**config.mk**
```make
export PLATFORM = sky130hd
export DESIGN_NAME = rv64_inst_decoder
export DESIGN_NICKNAME = d
export VERILOG_FILES = /design/src/rtl/rvd_pkg.sv /design/src/rtl/rvd_imm_gen.sv /design/src/rtl/rvd_op_decode.sv /design/src/rtl/rv64_inst_decoder.sv
export SDC_FILE = /design/constraint.sdc
export NUM_CORES = 1
export LEC_CHECK = 0
export CAP_MARGIN = 20
export CORE_AREA = 2 2 94 96
export DETAILED_ROUTE_END_ITERATION = 10
export DIE_AREA = 0 0 96 98
export PLACE_DENSITY = 0.78
export SETUP_SLACK_MARGIN = 0.4
export SYNTH_ARGS = -nofsm -noshare
export SYNTH_HDL_FRONTEND = slang
export SYNTH_SLANG_ARGS = --single-unit
```
**constraint.sdc**
```tcl
create_clock -name clk -period 2.5 [get_ports clk]
set_input_delay 0.5 -clock clk [delete_from_list [all_inputs] [get_ports clk]]
set_output_delay 0.5 -clock clk [all_outputs]
set_load 0.01 [all_outputs]
```
**src/rtl/rvd_pkg.sv**
```systemverilog
package rvd_pkg;

  typedef enum logic [3:0] {
    CL_NONE, CL_UPPER, CL_JUMP, CL_JUMP_REG, CL_BRANCH, CL_LOAD, CL_STORE,
    CL_ALU_IMM, CL_ALU_REG, CL_ALU_IMM_W, CL_ALU_REG_W, CL_FENCE, CL_SYSTEM
  } iclass_e;

  typedef enum logic [5:0] {
    OP_NONE, OP_ADD, OP_SUB, OP_SLL, OP_SLT, OP_SLTU, OP_XOR, OP_SRL, OP_SRA,
    OP_OR, OP_AND, OP_BEQ, OP_BNE, OP_BLT, OP_BGE, OP_BLTU, OP_BGEU,
    OP_LB, OP_LH, OP_LW, OP_LD, OP_LBU, OP_LHU, OP_LWU,
    OP_SB, OP_SH, OP_SW, OP_SD, OP_LUI, OP_AUIPC, OP_JAL, OP_JALR,
    OP_FENCE, OP_FENCE_I, OP_ECALL, OP_EBREAK
  } iop_e;

  typedef enum logic [2:0] {
    IMM_NONE, IMM_I, IMM_S, IMM_B, IMM_U, IMM_J, IMM_SH6, IMM_SH5
  } ifmt_e;

  typedef struct packed {
    logic    legal;
    iclass_e cls;
    iop_e    op;
    ifmt_e   fmt;
    logic    writes_rd;
  } dec_ctl_t;

  localparam logic [6:0] OPC_LUI    = 7'b0110111;
  localparam logic [6:0] OPC_AUIPC  = 7'b0010111;
  localparam logic [6:0] OPC_JAL    = 7'b1101111;
  localparam logic [6:0] OPC_JALR   = 7'b1100111;
  localparam logic [6:0] OPC_BRANCH = 7'b1100011;
  localparam logic [6:0] OPC_LOAD   = 7'b0000011;
  localparam logic [6:0] OPC_STORE  = 7'b0100011;
  localparam logic [6:0] OPC_IMM    = 7'b0010011;
  localparam logic [6:0] OPC_REG    = 7'b0110011;
  localparam logic [6:0] OPC_IMM_W  = 7'b0011011;
  localparam logic [6:0] OPC_REG_W  = 7'b0111011;
  localparam logic [6:0] OPC_FENCE  = 7'b0001111;
  localparam logic [6:0] OPC_SYSTEM = 7'b1110011;

  localparam logic [6:0] F7_BASE = 7'b0000000;
  localparam logic [6:0] F7_ALT  = 7'b0100000;

endpackage

```
**src/rtl/rvd_imm_gen.sv**
```systemverilog
module rvd_imm_gen
  import rvd_pkg::*;
#(
  parameter int XLEN = 64
) (
  input  logic [31:7]     inst_hi,
  input  ifmt_e           fmt,
  output logic [XLEN-1:0] imm
);
  localparam int SX_I = XLEN - 12;
  localparam int SX_B = XLEN - 13;
  localparam int SX_U = XLEN - 32;
  localparam int SX_J = XLEN - 21;

  logic sgn;
  assign sgn = inst_hi[31];

  always_comb begin
    unique case (fmt)
      IMM_I:   imm = {{SX_I{sgn}}, inst_hi[31:20]};
      IMM_S:   imm = {{SX_I{sgn}}, inst_hi[31:25], inst_hi[11:7]};
      IMM_B:   imm = {{SX_B{sgn}}, sgn, inst_hi[7], inst_hi[30:25], inst_hi[11:8], 1'b0};
      IMM_U:   imm = {{SX_U{sgn}}, inst_hi[31:12], 12'h000};
      IMM_J:   imm = {{SX_J{sgn}}, sgn, inst_hi[19:12], inst_hi[20], inst_hi[30:21], 1'b0};
      IMM_SH6: imm = {{(XLEN-6){1'b0}}, inst_hi[25:20]};
      IMM_SH5: imm = {{(XLEN-5){1'b0}}, inst_hi[24:20]};
      default: imm = '0;
    endcase
  end
endmodule

```
**src/rtl/rvd_op_decode.sv**
```systemverilog
module rvd_op_decode
  import rvd_pkg::*;
(
  input  logic [31:0] inst,
  output dec_ctl_t    ctl
);
  logic [6:0] opc;
  logic [2:0] f3;
  logic [6:0] f7;
  assign opc = inst[6:0];
  assign f3  = inst[14:12];
  assign f7  = inst[31:25];

  function automatic iop_e alu_op(input logic [2:0] s, input logic alt);
    case (s)
      3'b000:  return alt ? OP_SUB : OP_ADD;
      3'b001:  return OP_SLL;
      3'b010:  return OP_SLT;
      3'b011:  return OP_SLTU;
      3'b100:  return OP_XOR;
      3'b101:  return alt ? OP_SRA : OP_SRL;
      3'b110:  return OP_OR;
      default: return OP_AND;
    endcase
  endfunction

  function automatic iop_e br_op(input logic [2:0] s);
    case (s)
      3'b000:  return OP_BEQ;
      3'b001:  return OP_BNE;
      3'b100:  return OP_BLT;
      3'b101:  return OP_BGE;
      3'b110:  return OP_BLTU;
      3'b111:  return OP_BGEU;
      default: return OP_NONE;
    endcase
  endfunction

  function automatic iop_e ld_op(input logic [2:0] s);
    case (s)
      3'b000:  return OP_LB;
      3'b001:  return OP_LH;
      3'b010:  return OP_LW;
      3'b011:  return OP_LD;
      3'b100:  return OP_LBU;
      3'b101:  return OP_LHU;
      3'b110:  return OP_LWU;
      default: return OP_NONE;
    endcase
  endfunction

  function automatic iop_e st_op(input logic [1:0] s);
    case (s)
      2'b00:   return OP_SB;
      2'b01:   return OP_SH;
      2'b10:   return OP_SW;
      default: return OP_SD;
    endcase
  endfunction

  // register-form funct7 rule shared by both widths
  logic reg_f7_ok, reg_alt;
  assign reg_alt   = (f7 == F7_ALT);
  assign reg_f7_ok = (f7 == F7_BASE) || (reg_alt && (f3 == 3'b000 || f3 == 3'b101));

  always_comb begin
    ctl = '{1'b0, CL_NONE, OP_NONE, IMM_NONE, 1'b0};
    case (opc)
      OPC_LUI:   ctl = '{1'b1, CL_UPPER, OP_LUI, IMM_U, 1'b1};
      OPC_AUIPC: ctl = '{1'b1, CL_UPPER, OP_AUIPC, IMM_U, 1'b1};
      OPC_JAL:   ctl = '{1'b1, CL_JUMP, OP_JAL, IMM_J, 1'b1};
      OPC_JALR:
        if (f3 == 3'b000) ctl = '{1'b1, CL_JUMP_REG, OP_JALR, IMM_I, 1'b1};
      OPC_BRANCH:
        if (f3[2:1] != 2'b01) ctl = '{1'b1, CL_BRANCH, br_op(f3), IMM_B, 1'b0};
      OPC_LOAD:
        if (f3 != 3'b111) ctl = '{1'b1, CL_LOAD, ld_op(f3), IMM_I, 1'b1};
      OPC_STORE:
        if (!f3[2]) ctl = '{1'b1, CL_STORE, st_op(f3[1:0]), IMM_S, 1'b0};
      OPC_IMM:
        if (f3 == 3'b001) begin
          if (inst[31:26] == 6'b000000) ctl = '{1'b1, CL_ALU_IMM, OP_SLL, IMM_SH6, 1'b1};
        end else if (f3 == 3'b101) begin
          if (inst[31:26] == 6'b000000)      ctl = '{1'b1, CL_ALU_IMM, OP_SRL, IMM_SH6, 1'b1};
          else if (inst[31:26] == 6'b010000) ctl = '{1'b1, CL_ALU_IMM, OP_SRA, IMM_SH6, 1'b1};
        end else begin
          ctl = '{1'b1, CL_ALU_IMM, alu_op(f3, 1'b0), IMM_I, 1'b1};
        end
      OPC_IMM_W:
        if (f3 == 3'b000) ctl = '{1'b1, CL_ALU_IMM_W, OP_ADD, IMM_I, 1'b1};
        else if (f3 == 3'b001 && f7 == F7_BASE)
          ctl = '{1'b1, CL_ALU_IMM_W, OP_SLL, IMM_SH5, 1'b1};
        else if (f3 == 3'b101 && (f7 == F7_BASE || f7 == F7_ALT))
          ctl = '{1'b1, CL_ALU_IMM_W, alu_op(f3, f7 == F7_ALT), IMM_SH5, 1'b1};
      OPC_REG:
        if (reg_f7_ok) ctl = '{1'b1, CL_ALU_REG, alu_op(f3, reg_alt), IMM_NONE, 1'b1};
      OPC_REG_W:
        if (reg_f7_ok && (f3 == 3'b000 || f3 == 3'b001 || f3 == 3'b101))
          ctl = '{1'b1, CL_ALU_REG_W, alu_op(f3, reg_alt), IMM_NONE, 1'b1};
      OPC_FENCE:
        if (inst[31:28] == 4'h0 && inst[19:7] == 13'h0)
          ctl = '{1'b1, CL_FENCE, OP_FENCE, IMM_I, 1'b0};
        else if (inst[31:15] == 17'h0 && f3 == 3'b001 && inst[11:7] == 5'h0)
          ctl = '{1'b1, CL_FENCE, OP_FENCE_I, IMM_I, 1'b0};
      OPC_SYSTEM:
        if (inst[31:7] == 25'h0)         ctl = '{1'b1, CL_SYSTEM, OP_ECALL, IMM_I, 1'b0};
        else if (inst[31:7] == 25'h2000) ctl = '{1'b1, CL_SYSTEM, OP_EBREAK, IMM_I, 1'b0};
      default: ;
    endcase
  end
endmodule

```
**src/rtl/rv64_inst_decoder.sv**
```systemverilog
module rv64_inst_decoder
  import rvd_pkg::*;
#(
  parameter int XLEN    = 64,
  parameter bit OUT_REG = 1'b1
) (
  input  logic            clk,
  input  logic            rst_n,
  input  logic            in_valid,
  output logic            in_ready,
  input  logic [31:0]     in_inst,
  output logic            out_valid,
  input  logic            out_ready,
  output logic            out_legal,
  output logic [3:0]      out_cls,
  output logic [5:0]      out_op,
  output logic [4:0]      out_rd,
  output logic [4:0]      out_rs1,
  output logic [4:0]      out_rs2,
  output logic [XLEN-1:0] out_imm,
  output logic            out_wr_en
);
  typedef struct packed {
    logic            legal;
    iclass_e         cls;
    iop_e            op;
    logic [4:0]      rd;
    logic [4:0]      rs1;
    logic [4:0]      rs2;
    logic [XLEN-1:0] imm;
    logic            wr_en;
  } res_t;

  dec_ctl_t        ctl;
  logic [XLEN-1:0] imm_d;
  res_t            res_d, res_o;
  logic            vld_o;

  rvd_op_decode u_op (.inst(in_inst), .ctl(ctl));

  rvd_imm_gen #(.XLEN(XLEN)) u_imm (
    .inst_hi(in_inst[31:7]), .fmt(ctl.fmt), .imm(imm_d)
  );

  always_comb begin
    res_d.legal = ctl.legal;
    res_d.cls   = ctl.cls;
    res_d.op    = ctl.op;
    res_d.rd    = in_inst[11:7];
    res_d.rs1   = in_inst[19:15];
    res_d.rs2   = in_inst[24:20];
    res_d.imm   = imm_d;
    res_d.wr_en = ctl.writes_rd && (in_inst[11:7] != 5'd0);
  end

  generate
    if (OUT_REG) begin : g_reg
      res_t res_q;
      logic vld_q;

      assign in_ready = !vld_q || out_ready;

      always_ff @(posedge clk or negedge rst_n) begin
        if (!rst_n)        vld_q <= 1'b0;
        else if (in_ready) vld_q <= in_valid;
      end

      always_ff @(posedge clk or negedge rst_n) begin
        if (!rst_n)                    res_q <= '0;
        else if (in_valid && in_ready) res_q <= res_d;
      end

      assign vld_o = vld_q;
      assign res_o = res_q;

      AST_ACCEPT_SHOWS: assert property (@(posedge clk) disable iff (!rst_n)
        in_valid && in_ready |=> out_valid);
      AST_STALL_BLOCKS: assert property (@(posedge clk) disable iff (!rst_n)
        out_valid && !out_ready |-> !in_ready);
      AST_STALL_HOLDS: assert property (@(posedge clk) disable iff (!rst_n)
        out_valid && !out_ready |=> out_valid && $stable({out_legal, out_cls, out_op,
          out_rd, out_rs1, out_rs2, out_imm, out_wr_en}));
    end else begin : g_comb
      assign in_ready = out_ready;
      assign vld_o    = in_valid;
      assign res_o    = res_d;
    end
  endgenerate

  assign out_valid = vld_o;
  assign out_legal = res_o.legal;
  assign out_cls   = res_o.cls;
  assign out_op    = res_o.op;
  assign out_rd    = res_o.rd;
  assign out_rs1   = res_o.rs1;
  assign out_rs2   = res_o.rs2;
  assign out_imm   = res_o.imm;
  assign out_wr_en = res_o.wr_en;

  AST_X0_NO_WRITE: assert property (@(posedge clk) disable iff (!rst_n)
    out_valid && out_rd == 5'd0 |-> !out_wr_en);
  AST_REJECT_NEUTRAL: assert property (@(posedge clk) disable iff (!rst_n)
    out_valid && !out_legal |-> !out_wr_en && out_imm == '0 && out_op == OP_NONE
      && out_cls == CL_NONE);
  AST_BRANCH_SEXT: assert property (@(posedge clk) disable iff (!rst_n)
    out_valid && out_cls == CL_BRANCH |->
      ($countones(out_imm[XLEN-1:12]) == 0 || $countones(out_imm[XLEN-1:12]) == XLEN-12));
  AST_SHAMT_RANGE: assert property (@(posedge clk) disable iff (!rst_n)
    out_valid && out_cls == CL_ALU_IMM_W && out_op != OP_ADD |-> out_imm < 32);
endmodule

```
==> metrics.txt <==
GPL Wtd Cong=0.921; sequential share of power=36.8%; Starting Density=46.0%; vias in the first global route=4444; critical path startpoint category=input pin; Antenna Cells=0; fin worst setup slack=0.417 ns; Slew HR=56.1%; Comb power frac=26.7%; crit path cell chain=buf_8, or3b_4, a2111o_1, or3_4, a21boi_4, clkbuf_16, a211oi_2; R2R Setup Slk=0.74 ns; Syn Area/Cell=8.24 µm²; Post-DP Area=0.00578 mm²; CP Capture Type=flop; slowest cell delay on critical path=0.44 ns; Int Pwr=2190 µW; FFs w/ async S/R, synth=100%; FMAX=480 MHz; Clock Skew=0.00714 ns; critical path data required time=2.72 ns; Worst-path clk slew=0.07 ns; layout cells sized above 1=32.1%; Root Driver=clkbuf_8; Syn Std Cell Area=0.00389 mm²; HP Class=in -> async; drt total wl=14.6 mm; Pre-antenna DRT Iters=5; number of synthesized flops with an enable pin=0; Crit Path Class=in -> reg; core area=0.00847 mm²; total clock buffers created by CTS=9; Final Cell Area=0.00633 mm²; Worst-Skew Late Latency=0.34 ns; final core occ=74.7%; syn_nets=508; max-slew violation count=0; DPL Wire Length=10.5 mm; Max FO, Critical Path=8; CTS tree=built; Post-route DRC=0; post-synth cell types=65; CP Data Arrival Time=2.31 ns; measured slew at the worst slew-check pin=0.659 ns; area grow syn2layout=62.6%; CTS Sinks=60; setup_tns=0 ns; commonest non-fill, non-tap cell in the layout=buf_4; die span in x=96 µm; first-pass GRT wire length=22.9 mm; Final Cycle Share=83.3%; FP Rows=34; most frequent cells in the layout=buf_4, clkdlybuf4s50_1, nand2_1, dfrtp_1, nor2_1; clock tree buffer depth=2; drt initial violations=287; status=complete, no violations; Max rail drop VDD=0.274 mV; Port Buffers=128; RSZ-0062 raised after global routing=yes; nets@finish=714; Wirelength per Cell=18.5 µm; routed vias/inst=5.69; H-Tree Depth=3; setup slack at placement=-0.425 ns; Die Y-Extent=98 µm; hold_buf cts=0; Final ANT Viol Nets=0; Sw Share=27.9%; Tmin final=2.08 ns; total global-route track usage=31.6%; Final Setup Violations=0; slowest CP cell=or3_4; Synth Register Bits=60; final hold viol count=0; die area=0.00941 mm²; Lkg Pwr=0.00281 µW; YS warnings=0; antenna violations before repair=0; vias=4501; Max Cap Viol=0; Overflow after GRT=0; pin count of the biggest net entering global routing=47; # IOs=129; register area share after synthesis=38.6%; clock power share=36.5%; P per Cell Area=481 mW/mm²; Syn Inst Count=472; Synth Flop Type=dfrtp_1; NetSw=848 µW
per-layer routing:
metal,part of all wire (%),track usage [%]
met1,40,40.5
met5,0,0
met4,3.3,10.5
met3,6.3,5.56
met2,50,53.2
registers in the layout (all words and copies together), names as in the netlist:
signal	count
out_cls	4
out_valid	1
out_op	6
out_rs1	5
out_imm	32
out_legal	1
out_rs2	5
out_wr_en	1
out_rd	5
Yosys cell counts, types with 2 or more instances:
cell type	number	share of area (%)
nand2_1	87	8.4
dfrtp_1	60	39
nor2_1	46	4.4
a21oi_1	38	4.9
buf_4	32	6.2
clkbuf_1	16	1.5
nor3_1	14	1.8
a31oi_1	13	2.1
a211oi_1	12	2.3
o21ai_0	12	1.5
o21ai_2	10	2.3
nor4_1	9	1.4
nand3_1	8	1.0
inv_1	7	0.68
a22o_1	6	1.4
o31ai_1	6	1.2
or3_1	6	0.97
and2_1	5	0.80
nand4_1	5	0.80
nor2b_1	5	0.80
dlygate4sd1_1	4	0.90
nand2b_1	4	0.64
nand3b_1	4	0.77
o211ai_1	4	0.77
a2111oi_0	3	0.68
a21o_1	3	0.58
and3_1	3	0.48
buf_2	3	0.39
buf_6	3	0.87
o22ai_1	3	0.48
a2111o_1	2	0.58
a41o_1	2	0.51
a41oi_1	2	0.45
buf_1	2	0.19
nand4b_1	2	0.45
o21a_1	2	0.39
stage by stage:
stage	std cells	hold WS (ns)	total power, µW
6_report	791	0.179	3040
5_1_grt	791	0.228	3160
4_1_cts	786	0.194	3010
3_5_place_dp	758	0.462	1900
3_3_place_gp	758	0.457	1880
2_1_floorplan	472	0.204	1440
final cells by class:
| type | count | area [µm²] |
|---|---|---|
| Timing Repair Buffer | 257 | 2260 |
| Multi-Input combinational cell | 343 | 2150 |
| Fill cell | 626 | 2140 |
| Sequential cell | 60 | 1500 |
| Clock buffer | 12 | 155 |
| Tap cell | 108 | 135 |
| Clock inverter | 4 | 95.1 |
| Inverter | 7 | 26.3 |
cells by family (layout without fill, tap and decap cells):
logic type               count (synthesis)  count (layout)  share of synthesized area [%]
flip-flops                              60              60                           38.6
adder cells (fa/ha/maj)                  1               1                          0.257
buffers and inverters                   69             280                           11.4
AND/OR/NAND/NOR                        210             210                           25.9
multiplexers                             1               1                          0.289
AO/OA/AOI/OAI                          130             130                           23.4
XOR/XNOR                                 1               1                          0.225
critical path, delay by kind of cell:
kind,cells,cell delay [ns]
and+or+nand+nor,2,0.83
buffers and inverters,2,0.31
AOI/OAI and AO/OA,3,0.65
power by group through the flow:
stage                     sequential [µW]  combinational, µW  clock, µW
after floorplan                      1170                268          0
after global placement               1130                752          0
after detailed placement             1130                764          0
after CTS                            1120                791       1110
after global routing                 1130                872       1160
final                                1120                813       1110
final timing paths:
kind / startpoint / to / depth (start not counted)
max: in_inst[5] / out_imm[29] / 7
min: rst_n / out_wr_en / 1
max reg2reg: out_valid / out_op[3] / 7
min reg2reg: out_rd[4] / out_rd[4] / 2
max in group asynchronous: rst_n / out_imm[62] / 2
min in group clk: in_inst[18] / out_rs1[3] / 3
timing repair:
action | CTS | global route
hold endpoints to repair | 0 | 0
setup endpoints to repair | 45 | 72
pin swaps | 16 | 18
cloned | 1 | 1
setup buffers | 11 | 4
gates resized for setup | 84 | 50
Power figures use the tool's default switching activity.
